**config.mk**
```make
export PLATFORM = sky130hd
export DESIGN_NAME = imad_unit
export DESIGN_NICKNAME = d
export VERILOG_FILES = /design/src/rtl/imad_pkg.sv /design/src/rtl/imad_opsel.sv /design/src/rtl/imad_finish.sv /design/src/rtl/imad_unit.sv
export SDC_FILE = /design/constraint.sdc
export NUM_CORES = 2
export LEC_CHECK = 0
export BUFFER_PORTS_ARGS = -buffer_cell sky130_fd_sc_hd__buf_2
export CORE_UTILIZATION = 40
export DETAILED_ROUTE_END_ITERATION = 16
export PLACE_DENSITY = 0.64
export SKIP_LAST_GASP = 1
export SLEW_MARGIN = 20
export SYNTH_ARGS = -nofsm -noshare
export SYNTH_HDL_FRONTEND = slang
export SYNTH_HIERARCHICAL = 1
export SYNTH_SLANG_ARGS = --single-unit
```
**constraint.sdc**
```tcl
create_clock -name clk -period 5.2 [get_ports clk]
set_input_delay 1.04 -clock clk [delete_from_list [all_inputs] [get_ports clk]]
set_output_delay 1.04 -clock clk [all_outputs]
set_load 0.02 [all_outputs]
```
**src/rtl/imad_pkg.sv**
```systemverilog
package imad_pkg;
    parameter int unsigned DW   = 32;   // data word width
    parameter int unsigned WIDE = 72;   // internal sum width, > 2*(DW+1)
    parameter int unsigned SELW = 3;    // select code width
    parameter int unsigned SH_A = 7;    // first scale shift
    parameter int unsigned SH_B = 15;   // second scale shift

    localparam int unsigned XW = DW + 1;  // extended operand width

    typedef enum logic [1:0] {
        SCL_NONE = 2'd0,
        SCL_SHA  = 2'd1,
        SCL_SHB  = 2'd2,
        SCL_RSV  = 2'd3
    } scale_e;

    typedef struct packed {
        logic            vld;
        logic [WIDE-1:0] prod;
        logic [WIDE-1:0] addend;
        logic            neg_p;
        logic            neg_c;
        logic            po;
        logic            sgn;
        scale_e          scl;
        logic            sat;
        logic            bad;
    } s1_t;

    typedef struct packed {
        logic          vld;
        logic [DW-1:0] res;
        logic          bad;
    } s2_t;

    typedef struct packed {
        s1_t s1;
        s2_t s2;
    } pipe_t;
endpackage

```
**src/rtl/imad_opsel.sv**
```systemverilog
module imad_opsel
    import imad_pkg::*;
(
    input  logic [DW-1:0]   word,
    input  logic            sgn,
    input  logic [SELW-1:0] sel,
    output logic [XW-1:0]   ext
);
    localparam int unsigned BW = DW / 4;
    localparam int unsigned HW = DW / 2;

    logic [BW-1:0] byte_f;
    logic [HW-1:0] half_f;

    always_comb begin
        byte_f = word[sel[1:0]*BW +: BW];
        half_f = word[sel[0]*HW +: HW];
        if (!sel[2]) begin
            ext = {{(XW-BW){sgn & byte_f[BW-1]}}, byte_f};
        end else if (!sel[1]) begin
            ext = {{(XW-HW){sgn & half_f[HW-1]}}, half_f};
        end else begin
            ext = {sgn & word[DW-1], word};
        end
    end
endmodule

```
**src/rtl/imad_finish.sv**
```systemverilog
module imad_finish
    import imad_pkg::*;
(
    input  s1_t           s1,
    output logic [DW-1:0] res
);
    logic [WIDE-1:0] term_p;
    logic [WIDE-1:0] term_c;
    logic [WIDE-1:0] sum;
    logic [WIDE-1:0] shd;
    logic            cin;
    logic            over;
    logic            under;

    always_comb begin
        // invert plus carry-in; product negation wins over addend negation
        term_p = s1.neg_p ? ~s1.prod : s1.prod;
        term_c = (!s1.neg_p && s1.neg_c) ? ~s1.addend : s1.addend;
        cin    = s1.po | s1.neg_p | s1.neg_c;
        sum    = term_p + term_c + {{(WIDE-1){1'b0}}, cin};

        case (s1.scl)
            SCL_SHA: shd = $signed(sum) >>> SH_A;
            SCL_SHB: shd = $signed(sum) >>> SH_B;
            default: shd = sum;
        endcase

        if (s1.sgn) begin
            over  = !shd[WIDE-1] && (|shd[WIDE-1:DW-1]);
            under =  shd[WIDE-1] && !(&shd[WIDE-1:DW-1]);
        end else begin
            over  = |shd[WIDE-1:DW];
            under = 1'b0;
        end

        if (s1.bad) begin
            res = '0;
        end else if (s1.sat && over) begin
            res = s1.sgn ? {1'b0, {(DW-1){1'b1}}} : {DW{1'b1}};
        end else if (s1.sat && under) begin
            res = {1'b1, {(DW-1){1'b0}}};
        end else begin
            res = shd[DW-1:0];
        end
    end
endmodule

```
**src/rtl/imad_unit.sv**
```systemverilog
module imad_unit
    import imad_pkg::*;
(
    input  logic            clk,
    input  logic            rst_n,
    input  logic            in_valid,
    output logic            in_ready,
    input  logic [DW-1:0]   a_word,
    input  logic [DW-1:0]   b_word,
    input  logic [DW-1:0]   c_word,
    input  logic            a_signed,
    input  logic            b_signed,
    input  logic [SELW-1:0] a_sel,
    input  logic [SELW-1:0] b_sel,
    input  logic            a_neg,
    input  logic            b_neg,
    input  logic            c_neg,
    input  logic            plus_one,
    input  logic [1:0]      scale_mode,
    input  logic            sat_en,
    output logic            out_valid,
    output logic [DW-1:0]   out_result,
    output logic            out_illegal
);
    localparam int unsigned PADX = WIDE - XW;
    localparam int unsigned PADC = WIDE - DW;

    pipe_t           p_d;
    pipe_t           p_q;
    logic [XW-1:0]   ta;
    logic [XW-1:0]   tb;
    logic [WIDE-1:0] ta_w;
    logic [WIDE-1:0] tb_w;
    logic [DW-1:0]   fin_res;
    logic            neg_p;
    logic            sgn;

    imad_opsel u_sel_a (.word(a_word), .sgn(a_signed), .sel(a_sel), .ext(ta));
    imad_opsel u_sel_b (.word(b_word), .sgn(b_signed), .sel(b_sel), .ext(tb));
    imad_finish u_fin (.s1(p_q.s1), .res(fin_res));

    assign in_ready = 1'b1;

    always_comb begin
        p_d   = p_q;
        neg_p = a_neg ^ b_neg;
        sgn   = a_signed | b_signed | neg_p | c_neg;
        ta_w  = {{PADX{ta[XW-1]}}, ta};
        tb_w  = {{PADX{tb[XW-1]}}, tb};

        // stage one: full-width product and extended addend
        p_d.s1.vld    = in_valid & in_ready;
        p_d.s1.prod   = ta_w * tb_w;
        p_d.s1.addend = {{PADC{sgn & c_word[DW-1]}}, c_word};
        p_d.s1.neg_p  = neg_p;
        p_d.s1.neg_c  = c_neg;
        p_d.s1.po     = plus_one;
        p_d.s1.sgn    = sgn;
        p_d.s1.scl    = scale_e'(scale_mode);
        p_d.s1.sat    = sat_en;
        p_d.s1.bad    = plus_one & (a_neg | b_neg | c_neg);

        // stage two: sum, scale, clamp
        p_d.s2.vld = p_q.s1.vld;
        p_d.s2.res = fin_res;
        p_d.s2.bad = p_q.s1.bad;
    end

    always_ff @(posedge clk or negedge rst_n) begin
        if (!rst_n) begin
            p_q <= '0;
        end else begin
            p_q <= p_d;
        end
    end

    assign out_valid   = p_q.s2.vld;
    assign out_result  = p_q.s2.res;
    assign out_illegal = p_q.s2.bad;
endmodule

```
==> impl_metrics.env <==
export IMPL_syn_to_final_growth_pct=28.1
export IMPL_maxCapViolCount=0
export IMPL_drc_errors=0
export IMPL_grt_remaining_overflow=0
export IMPL_seq_area_frac_synth=0.0661
export IMPL_grt_use_total=0.248
export IMPL_dp_cells=8588
export IMPL_cts_tree="built"
export IMPL_vias=45196
export IMPL_first_pass_iters=5
export IMPL_viasPerCell=5.16
export IMPL_final_nets=8522
export IMPL_hp_class="flop to flop"
export IMPL_yosysWarnings=6
export IMPL_min_period_ns=8.74
export IMPL_place_gp_congestion=0.943
export IMPL_syn_area_per_cell_um2=8.90
export IMPL_async_flop_share=1.00
export IMPL_routed_wl_mm=167
export IMPL_worst_slack_ns=-3.54
export IMPL_critPathCaptureType="flop"
export IMPL_finalHoldViolCount=0
export IMPL_initial_utilization=0.403
export IMPL_ys_ff_latch=142
export IMPL_fp_row_count=134
export IMPL_synth_edf_count=0
export IMPL_slew_headroom=0.389
export IMPL_cp_start_kind="input pin"
export IMPL_port_buffers=147
export IMPL_cpMostUsedCell="fa_1"
export IMPL_drtAntennaViolNets=0
export IMPL_slowest_delay_ns=0.54
export IMPL_coreArea_mm2=0.133
export IMPL_grt_max_degree=93
export IMPL_syn_nets=7596
export IMPL_layout_commonest_cell="inv_1"
export IMPL_clock_sinks=142
export IMPL_drive_gt1_frac=0.278
export IMPL_ys_flop_type="dfrtp_1"
export IMPL_place_hpwl_mm=140
export IMPL_synthCells=6045
export IMPL_htree_levels=4
export IMPL_die_h_um=369
export IMPL_layout_common_cells="inv_1, fa_1, buf_4"
export IMPL_drv_slew=0
export IMPL_clock_path_buffers=2
export IMPL_grt_pass1_vias=48849
export IMPL_cts_buffers=17
export IMPL_clk_latency_ns=0.46
export IMPL_crit_path_top_delay_cell="fa_1"
export IMPL_fin_crit_sh=1.68
export IMPL_rsz0062_at_grt="true"
export IMPL_violations="negative setup slack"
export IMPL_antenna_found_initial=1
export IMPL_critPathKind="input pin to flop"
export IMPL_synth_cell_type_count=125
export IMPL_die_area_mm2=0.136
export IMPL_path_clk_slew_ns=0.07
export IMPL_syn_area_mm2=0.0538
export IMPL_antenna_cells=0
export IMPL_cp_arrival_ns=9.13
export IMPL_fin_cells=8752
export IMPL_setup_violations=92
export IMPL_io_pins=149
export IMPL_avgRoutedWirePerCell_um=19.0
export IMPL_fin_skew_ns=0.0207
export IMPL_first_iter_violations=3138
export IMPL_fmax_mhz=114
export IMPL_cp_required_ns=5.59
export IMPL_grt_pass1_wl_mm=267
export IMPL_status="finished with violations"
export IMPL_pre_cts_slack_ns=-4.20
export IMPL_die_w_um=369
export IMPL_cts_root_buf="clkbuf_16"
export IMPL_path_max_fanout=17
export IMPL_worst_slew_pin_slew_ns=0.916
==> sequential cells by signal, indices dropped and copies added (netlist names) <==
signal and count:
out_illegal 1, out_result 32, p_q 106, out_valid 1, p_d 2
==> area by class of cell <==
| type | count | area (um2) |
|---|---|---|
| clock inverter | 13 | 121 |
| inverter | 1150 | 4320 |
| clock buffer | 19 | 443 |
| fill | 12139 | 64600 |
| tap | 1768 | 2210 |
| sequential | 142 | 3560 |
| timing repair buffer | 1279 | 11200 |
| multi-input combinational | 4381 | 47000 |
==> metrics by stage <==
step / cell area [um2] / hold slack, ns / util / setup TNS (ns)
6_report: 68900 / 0.356 / 0.516 / -170.35
3_3_place_gp: 64800 / 0.336 / 0.485 / -211.64
5_1_grt: 68900 / 0.362 / 0.516 / -191.85
2_1_floorplan: 54800 / 0.331 / - / -163.45
3_5_place_dp: 64800 / 0.348 / 0.485 / -216.37
4_1_cts: 68200 / 0.360 / 0.511 / -164.50
==> metal layers <==
| metal | routed length (um) | global-route usage |
|---|---|---|
| met3 | 10600 | 0.0292 |
| met5 | 0 | 0 |
| met2 | 78500 | 0.417 |
| met1 | 72900 | 0.340 |
| met4 | 4570 | 0.0637 |
==> worst max-delay path: cells and delay by family <==
kind                     cells  cell delay (ns)
XOR/XNOR                     1             0.11
multiplexers                 1             0.30
adder cells (fa/ha/maj)      9             4.21
buffers and inverters       11             1.14
AND/OR/NAND/NOR              1             0.09
AO/OA/AOI/OAI               11             2.21
==> worst paths after layout <==
kind                       startpoint             end  slack [ns]  depth (start not counted)
max                          a_sel[1]        p_q[178]       -3.54                         34
min                           p_d[33]       out_valid        0.36                          0
min in group asynchronous       rst_n       out_valid        0.66                          1
max in group asynchronous       rst_n        p_q[162]        3.63                          2
max reg2reg                   p_q[41]  out_result[31]       -0.10                         19
min reg2reg                   p_d[33]       out_valid        0.36                          0
==> synth_stat cells (all sizes together), types with 6 or more instances <==
library cell,instances,area (um2)
xnor2,157,1380
dfrtp,142,3550
a211oi,27,250
nand4,61,394
a21oi,255,1380
mux2i,8,80.1
o31ai,14,110
and2,574,3590
a311oi,8,82.6
mux2,8,97.6
o21bai,14,105
a221o,8,80.1
clkbuf,244,917
ha,290,3630
nand2,759,2850
nor3,35,190
or2,16,100
nor2b,12,75.1
inv,1149,4310
nor4,18,161
a21o,95,716
buf,130,848
nand3,38,200
a31o,6,61.3
nor2,182,686
a31oi,47,339
a22oi,22,170
a2bb2oi,6,65.1
fa,1147,23000
nand2b,25,156
or3,11,68.8
a21boi,26,203
or3b,15,131
o21a,25,196
o21ai,151,774
o211ai,26,219
and4,13,118
o22ai,18,119
xor2,118,1030
and3,22,144
a221oi,36,387
==> kinds of logic after synthesis <==
| kind of cell | Yosys count | share of synthesized area |
|---|---|---|
| AO/OA/AOI/OAI | 841 | 0.108 |
| XOR/XNOR | 275 | 0.0448 |
| adder cells (fa/ha/maj) | 1437 | 0.494 |
| buffers and inverters | 1524 | 0.113 |
| flip-flops | 142 | 0.0661 |
| multiplexers | 18 | 0.00414 |
| other | 1 | 0.0000697 |
| AND/OR/NAND/NOR | 1807 | 0.169 |
==> what timing repair did <==
item	4_1_cts	5_1_grt
endpoints found under the setup margin	93	92
gates resized for setup	413	115
pin swaps	211	104
gates cloned	19	3
hold buffers	0	0
buffers inserted	87	32
Power is left out: the tool's default activity adds up to more than one toggle a clock period on the data nets, which glitch-free logic cannot reach.
